### config.mk
export PLATFORM = sky130hd
export DESIGN_NAME = keylock_guard
export DESIGN_NICKNAME = d
export VERILOG_FILES = /design/src/rtl/keylock_guard.sv
export SDC_FILE = /design/constraint.sdc
export NUM_CORES = 1
export LEC_CHECK = 0
export BUFFER_PORTS_ARGS = -buffer_cell sky130_fd_sc_hd__buf_2
export CELL_PAD_IN_SITES_DETAIL_PLACEMENT = 1
export CELL_PAD_IN_SITES_GLOBAL_PLACEMENT = 1
export CORE_AREA = 2 2 39 41
export DETAILED_ROUTE_END_ITERATION = 12
export DIE_AREA = 0 0 41 43
export GPL_TIMING_DRIVEN = 0
export PLACE_DENSITY = 0.77
export SLEW_MARGIN = 15
export SYNTH_ARGS = -nofsm -noshare
export SYNTH_HDL_FRONTEND = slang
export SYNTH_SLANG_ARGS = --single-unit
### constraint.sdc
create_clock -name clk -period 4.27 [get_ports clk]
set_input_delay 0.2135 -clock clk [delete_from_list [all_inputs] [get_ports clk]]
set_output_delay 0.2135 -clock clk [all_outputs]
set_load 0.1 [all_outputs]
### src/rtl/keylock_guard.sv
module keylock_guard #(
  parameter int unsigned ADDR_W    = 8,
  parameter int unsigned DATA_W    = 8,
  parameter int unsigned NUM_PROT  = 5,
  parameter logic [ADDR_W-1:0] PROT_BASE = 8'h00,
  parameter logic [ADDR_W-1:0] KEY_ADDR  = 8'h09,
  parameter logic [DATA_W-1:0] KEY_ONE   = 8'hCA,
  parameter logic [DATA_W-1:0] KEY_TWO   = 8'h53
) (
  input  logic                clk,
  input  logic                rst_n,
  input  logic                wr_en,
  input  logic [ADDR_W-1:0]   wr_addr,
  input  logic [DATA_W-1:0]   wr_data,
  output logic                unlocked,
  output logic [NUM_PROT-1:0] prot_we
);

  typedef enum logic [1:0] {
    GS_SHUT  = 2'd0,
    GS_ARMED = 2'd1,
    GS_OPEN  = 2'd2
  } gate_state_e;

  gate_state_e state_q, state_d;

  logic key_wr;
  assign key_wr = wr_en && (wr_addr == KEY_ADDR);

  always_comb begin
    state_d = state_q;
    if (key_wr) begin
      unique case (state_q)
        GS_SHUT:  state_d = (wr_data == KEY_ONE) ? GS_ARMED : GS_SHUT;
        GS_ARMED: begin
          if (wr_data == KEY_TWO)      state_d = GS_OPEN;
          else if (wr_data == KEY_ONE) state_d = GS_ARMED;
          else                         state_d = GS_SHUT;
        end
        GS_OPEN:  state_d = (wr_data == KEY_ONE) ? GS_ARMED : GS_SHUT;
        default:  state_d = GS_SHUT;
      endcase
    end
  end

  always_ff @(posedge clk or negedge rst_n) begin
    if (!rst_n) state_q <= GS_SHUT;
    else        state_q <= state_d;
  end

  assign unlocked = (state_q == GS_OPEN);

  for (genvar i = 0; i < NUM_PROT; i++) begin : g_gate
    localparam logic [ADDR_W-1:0] SLOT_ADDR = PROT_BASE + ADDR_W'(i);
    assign prot_we[i] = wr_en && unlocked && (wr_addr == SLOT_ADDR);
  end

endmodule


Word-level counts from Yosys, hierarchy flattened
Cells that the tools add are included.
{"block": "op_classes", "order_cmp": 0, "n_reduce_logical": 10, "n_eq_ne": 9, "bitwise_logic": 0, "mul": 0, "shifts": 0, "mux": 3, "n_div": 0, "n_addsub": 0}
{"cell": "$eq A8 B2 Y1 const B", "count": 2}
{"cell": "$eq A8 B1 Y1 const B", "count": 1}
{"cell": "$eq A8 B3 Y1 const B", "count": 1}
{"cell": "$eq A8 B4 Y1 const B", "count": 1}
{"cell": "$eq A8 B7 Y1 const B", "count": 1}
{"cell": "$eq A8 B8 Y1 const B", "count": 1}
{"cell": "$logic_not A8 Y1", "count": 1}
{"cell": "$logic_and A1 B1 Y1", "count": 7}
{"cell": "$pmux W2 S2", "count": 1}
{"cell": "$eq A2 B1 Y1 const B", "count": 1}
{"cell": "$eq A2 B2 Y1 const B", "count": 1}
{"cell": "$logic_not A2 Y1", "count": 1}
{"cell": "$mux W2", "count": 1}
{"cell": "$reduce_or A2 Y1", "count": 1}
{"cell": "$mux W1", "count": 1}
{"block": "totals", "mem_bits_ro": 0, "mem_count": 0, "ram_bits": 0, "ff_bits": 2, "word_cells": 23, "latchBits": 0, "in_bits": 19}

Logic depth before layout (Yosys ltp)
Gate-level depths: netlist of the first run.
{"block": "logic_depth", "ltp_word": 4, "depth_mapped": 3, "ltp_nobuf": 3}

Worst setup path before layout of the first run
Ideal clock, no wire load.
{"block": "synth_path", "path_kind": "register to output", "startpoint": "register state_q[0]", "endpoint": "output port prot_we[4]", "arrival_ns": 3.746, "slack_ns": 0.311, "stages_incl_launch_ff": 3, "t_required_ns": 4.056, "path_cell_list": "dfrtp_1 or3b_2 nor4_1"}
{"block": "synth_via", "elab_chain_len": 3}
{"item": "start: declaration", "line": "25", "text": "gate_state_e state_q, state_d;"}
{"item": "start signal: assignment", "line": "48", "text": "else state_q <= state_d;"}
{"item": "$eq A2 B2 Y1", "line": "51", "text": "assign unlocked = (state_q == GS_OPEN);"}
{"item": "$logic_and A1 B1 Y1 (2 in a row)", "line": "55", "text": "assign prot_we[i] = wr_en && unlocked && (wr_addr == SLOT_ADDR);"}
{"item": "end: declaration", "line": "16", "text": "output logic [NUM_PROT-1:0] prot_we"}
Every way passes these cells.

Worst setup path in the final report of the first run
{"block": "layout_path", "startpoint": "register state_q[0]", "endpoint": "output port prot_we[2]"}
Same word-level chain as after synthesis.

==> results of run 1 <==
placed cells by master (no fill, tap or decap), types with 2 or more instances in the layout:
master and count:
buf_2 24, nor3_1 4, o31ai_1 4, clkbuf_4 3
inv_1 2, nand3_1 2, nor4bb_1 2, dfrtp_1 2
power breakdown:
part,internal (mW),total [mW],switching [mW]
sequential,0.0191,0.0191,0.00000868
clock,0.0313,0.0449,0.0136
combinational,0.00834,0.0143,0.00600
total,0.0587,0.0783,0.0196
routing by layer:
| layer | share of wire | routed length (um) |
|---|---|---|
| met1 | 0.41 | 328 |
| met2 | 0.47 | 370 |
| met3 | 0.12 | 92 |
| met4 | 0 | 0 |
| met5 | 0 | 0 |
through the flow:
stage               setup slack, ps   util  hold WS (ps)  instances  total power [mW]
CTS                            1880  0.283           263         70            0.0800
global placement               2090  0.259         -2.20         66            0.0324
global route                   1790  0.283           279         70            0.0854
finish                         1880  0.283           271         70            0.0783
floorplan                       311      -         -82.1         26            0.0227
detailed placement             2080  0.259         0.846         66            0.0331
cells in the mapped netlist (all sizes together):
cell type,number,area share
dfrtp,2,0.23
nand3,2,0.046
o31ai,4,0.14
nor2b,1,0.029
inv,2,0.034
or4bb,1,0.051
or4b,1,0.063
or3,1,0.029
nand4,1,0.029
nor2,1,0.017
nor4bb,2,0.091
or4,1,0.051
nor4,1,0.029
nor3,4,0.091
or3b,1,0.040
o21a,1,0.034
cells by family (layout without fill, tap and decap cells):
logic type	Yosys count	count (layout)	synth area share
simple gates	17	17	0.566
compound gates	5	5	0.171
flops	2	2	0.229
buf+inv	2	30	0.0343
what timing repair did:
| action | CTS | global route |
|---|---|---|
| hold buffers | 1 | 0 |
| gates resized for setup | 0 | 0 |
| hold endpoints to repair | 2 | 0 |
tightest hold or removal path, cell delays in order:
cell     delay [ps]
buf_2           100
nand4_1          70
o31ai_1          70
path summary, 6_finish.rpt:
path / startpoint / endpoint / slack (ps) / depth (start not counted)
worst min register to register: state_q[1]$_DFFE_PN0P_ / state_q[1]$_DFFE_PN0P_ / 550 / 1
min in group asynchronous: rst_n / state_q[1]$_DFFE_PN0P_ / 300 / 2
worst max register to register: state_q[1]$_DFFE_PN0P_ / state_q[0]$_DFFE_PN0P_ / 3370 / 2
worst max-delay path: state_q[0]$_DFFE_PN0P_ / prot_we[2] / 1880 / 4
worst min-delay path: wr_data[7] / state_q[0]$_DFFE_PN0P_ / 270 / 3
max in group asynchronous: rst_n / state_q[0]$_DFFE_PN0P_ / 3880 / 2
cell type report:
class,instances,area [um^2],area share
Clock buffer,3,22.5,0.0575
Inverter,2,7.51,0.0192
Multi-Input combinational cell,22,161,0.412
Sequential cell,2,50.0,0.128
Tap cell,16,20.0,0.0511
Timing Repair Buffer,25,130,0.332
==> impl_metrics.tcl, run 1 <==
set metrics [dict create \
    finalSetupViolCount 0 \
    vias_per_cell 4.64 \
    fmax_mhz 418 \
    port_buffers 24 \
    dr.first_iter.drc_count 3 \
    die_x_um 41 \
    syn_avg_cell_area_um2 8.42 \
    met1_usage 0.131 \
    stdcell_area_um2 392 \
    cts_tree "yes" \
    drive_gt1_frac 0.556 \
    grt_use_met2 0.147 \
    clockRootBuffer "clkbuf_4" \
    p_leak_nw 0.196 \
    ir_drop_v 0.0000711 \
    cp_slowest_cell "or3b_2" \
    powerDensity_nw_per_um2 200 \
    clock_latency_ps 230 \
    grt_setup_unrepaired "false" \
    syn_inst 26 \
    hold_viol 0 \
    path_clk_slew_ps 30 \
    clock_skew_ps 2.53 \
    coreArea_um2 1380 \
    critPathBufInv 1 \
    syn_to_final_growth_pct 78.9 \
    crit_path_end_kind "primary output" \
    drt-pass1-iter-count 4 \
    grt_max_degree 6 \
    cts_buffers 3 \
    clockBufferDepth 2 \
    busiest_layer "met2" \
    fin_crit_ps 2390 \
    top_register "state_q" \
    nFillCells 177 \
    start_util 0.158 \
    tns_ps 0 \
    die_h_um 43 \
    placed_cell_area_um2 359 \
    syn_area_um2 219 \
    n_antenna_cell 0 \
    path_cells "or3b_2 > or4_4 > nor3_1 > buf_2" \
    post-route-period-util 0.561 \
    vias 325 \
    first_global_vias 321 \
    cp_max_fo 5 \
    grt_usage 0.114 \
    wirelength_um 791 \
    yosys_warnings 0 \
    gp_congestion 0.625 \
    largest_reg_flops 2 \
    crit_arrival_ps 2180 \
    clock_sinks 2 \
    start_kind "flop" \
    dieArea_um2 1760 \
    pin_count 25 \
    required_ps 4060 \
    reg.largest.list "state_q (2)" \
    finalNetCount 75 \
    status "finished, final reports clean" \
    ys_ff_latch 2 \
    grt_pass1_wl_um 1300 \
    final_max_slew_viol_count 0 \
    std_cell_rows 14 \
    ant_nets 0 \
    seq_area_frac_synth 0.229 \
    worstMarginPinSlew_ps 486 \
    dpl.hpwl_um 636 \
    grt_overflow_total 0 \
    crit_family "simple AND/OR/NAND/NOR gates" \
    grt_use_met3 0.0419 \
    cpPeakStageDelay_ps 500 \
    drv_cap 0 \
    drc 0 \
    antenna_found_initial 0 \
    yosysUniqueCellTypes 16 \
    path_class "reg2out" \
    h-tree-depth 1 \
    synth_fp_nets 45 \
    hold_path.class "in2reg" \
    post-cts-setup-buffers 0 \
    wl_per_cell_um 11.3 \
    slew_headroom 0.678 \
]
Note: power is estimated with default switching activity, not from simulation.
==> run 2, diff against run 1 <==
--- a/config.mk
+++ b/config.mk
@@ -12,7 +12,7 @@
 export DETAILED_ROUTE_END_ITERATION = 12
 export DIE_AREA = 0 0 41 43
 export GPL_TIMING_DRIVEN = 0
-export PLACE_DENSITY = 0.77
+export PLACE_DENSITY = 0.79
 export SLEW_MARGIN = 15
 export SYNTH_ARGS = -nofsm -noshare
 export SYNTH_HDL_FRONTEND = slang
==> constraint.sdc (replaced) <==
create_clock -name clk -period 2 [get_ports clk]
set_input_delay 0.1 -clock clk [delete_from_list [all_inputs] [get_ports clk]]
set_output_delay 0.1 -clock clk [all_outputs]
set_load 0.1 [all_outputs]
==> impl_metrics.tcl, run 2 (synthesis results as in run 1) <==
set metrics [dict create \
    dp.cells 66 \
    dieArea_um2 1760 \
    die_x_um 41 \
    drc 0 \
    r2r-start "state_q[1]$_DFFE_PN0P_" \
    n_antenna_cell 0 \
    violations "setup timing" \
    pin_count 25 \
    start_kind "flop" \
    grt_usage 0.120 \
    cts_tree "yes" \
    ant_nets 0 \
    cp_max_fo 4 \
    clockRootBuffer "clkbuf_4" \
    cts_buffers 3 \
    grt_overflow_total 0 \
    final_cell_mix "buf_2 (20), nor3_4 (4), o31ai_1 (4), buf_12 (4)" \
    switchingPower_mw 0.0455 \
    worstMarginPinSlew_ps 483 \
    wirelength_um 881 \
    start_util 0.158 \
    slew_headroom 0.680 \
    die_h_um 43 \
    finalNetCount 78 \
    comb_power_share 0.215 \
    nFillCells 169 \
    clkPwrFrac 0.547 \
    crit_arrival_ps 1940 \
    layout_commonest_cell "buf_2" \
    vias 363 \
    grt_max_degree 6 \
    setup_slack_ps -41.9 \
    post-route-period-util 1.02 \
    syn_to_final_growth_pct 145 \
    placed_cell_area_um2 422 \
    clock_skew_ps 5.82 \
    finalSetupViolCount 1 \
    clock_sinks 2 \
    h-tree-depth 1 \
    wl_per_cell_um 12.1 \
    p_leak_nw 0.248 \
    crit_path_end_kind "primary output" \
    pwr-share-seq 0.239 \
    coreArea_um2 1380 \
    swShare 0.266 \
    clockBufferDepth 2 \
    layout.cells.non_filler 73 \
    grt_pass1_wl_um 1390 \
    required_ps 1900 \
    status "finished with violations" \
    gp_congestion 0.624 \
    fmax_mhz 490 \
    fin_crit_ps 2040 \
    hp-start "wr_data[7]" \
    powerDensity_nw_per_um2 318 \
    largest_reg_flops 2 \
    ir_drop_v 0.000210 \
    path_class "reg2out" \
    stdcell_area_um2 537 \
    clock_latency_ps 230 \
    dr.first_iter.drc_count 2 \
    crit_start "state_q[0]$_DFFE_PN0P_" \
    hold_path.class "in2reg" \
    drive_gt1_frac 0.667 \
    drv_cap 0 \
    grt_setup_unrepaired "true" \
    port_buffers 24 \
    path_clk_slew_ps 30 \
    top_register "state_q" \
    antenna_found_initial 0 \
    std_cell_rows 14 \
    final_max_slew_viol_count 0 \
    drt-pass1-iter-count 4 \
    internal_power_mw 0.125 \
    vias_per_cell 4.97 \
    first_global_vias 362 \
    dp_slack_ps -29.4 \
    hold_viol 0 \
    reg.largest.list "state_q (2)" \
    dpl.hpwl_um 682 \
]
-- run 2: cell count changes in the layout (fill, tap and decap cells not counted), sizes merged --
cell,change
buf,+3
-- run 2: critical path, cell delays in order (launching register included) --
cell and delay [ps]:
dfrtp_1 370, or3b_4 400, or4_4 500, nor3_4 240, buf_12 200
-- run 2: metrics by stage --
step	hold WS [ps]	power, mW	setup TNS, ps	util
after floorplan	-196	0.0517	-674	-
after global placement	-115	0.0756	-27.9	0.305
after detailed placement	-108	0.0768	-70.7	0.305
after CTS	153	0.173	-45.7	0.375
after global routing	164	0.178	-219	0.388
final	153	0.171	-41.9	0.388
-- run 2: repair_timing --
action | 4_1_cts | 5_1_grt
pin swaps | 1 | 0
endpoints found under the hold margin | 2 | 0
resized for setup | 12 | 4
setup buffers | 3 | 0
hold buffers | 1 | 0
endpoints found under the setup margin | 4 | 4
-- run 2: area by class of cell --
cell class | instances | area (um^2) | area share
well taps | 16 | 20.0 | 0.0373
clock buffers | 3 | 22.5 | 0.0420
inverters | 2 | 7.51 | 0.0140
multi-input cells | 22 | 224 | 0.417
flip-flops and latches | 2 | 50.0 | 0.0932
repair buffers | 28 | 213 | 0.396
-- run 2: final timing paths --
check                      cells after the start  slack, ps                     end
max                                            4        -40              prot_we[1]
min                                            3        150  state_q[0]$_DFFE_PN0P_
max reg2reg                                    3       1020  state_q[0]$_DFFE_PN0P_
min reg2reg                                    2        590  state_q[1]$_DFFE_PN0P_
max in group asynchronous                      2       1710  state_q[0]$_DFFE_PN0P_
min in group asynchronous                      2        190  state_q[1]$_DFFE_PN0P_
-- run 2: power groups by stage --
stage	Clock, mW	Combinational [mW]	Sequential, mW
floorplan	0	0.0104	0.0412
global placement	0	0.0343	0.0412
detailed placement	0	0.0355	0.0412
CTS	0.0953	0.0372	0.0408
global route	0.0960	0.0408	0.0408
finish	0.0933	0.0366	0.0408
-- run 2: layer usage --
metal  vias to the layer above  part of all wire  track usage
li1                        171                 -            -
met1                       170              0.34        0.113
met2                        22              0.59        0.209
met3                         0             0.077       0.0314
met4                         0                 0       0.0800
met5                         -                 0            0
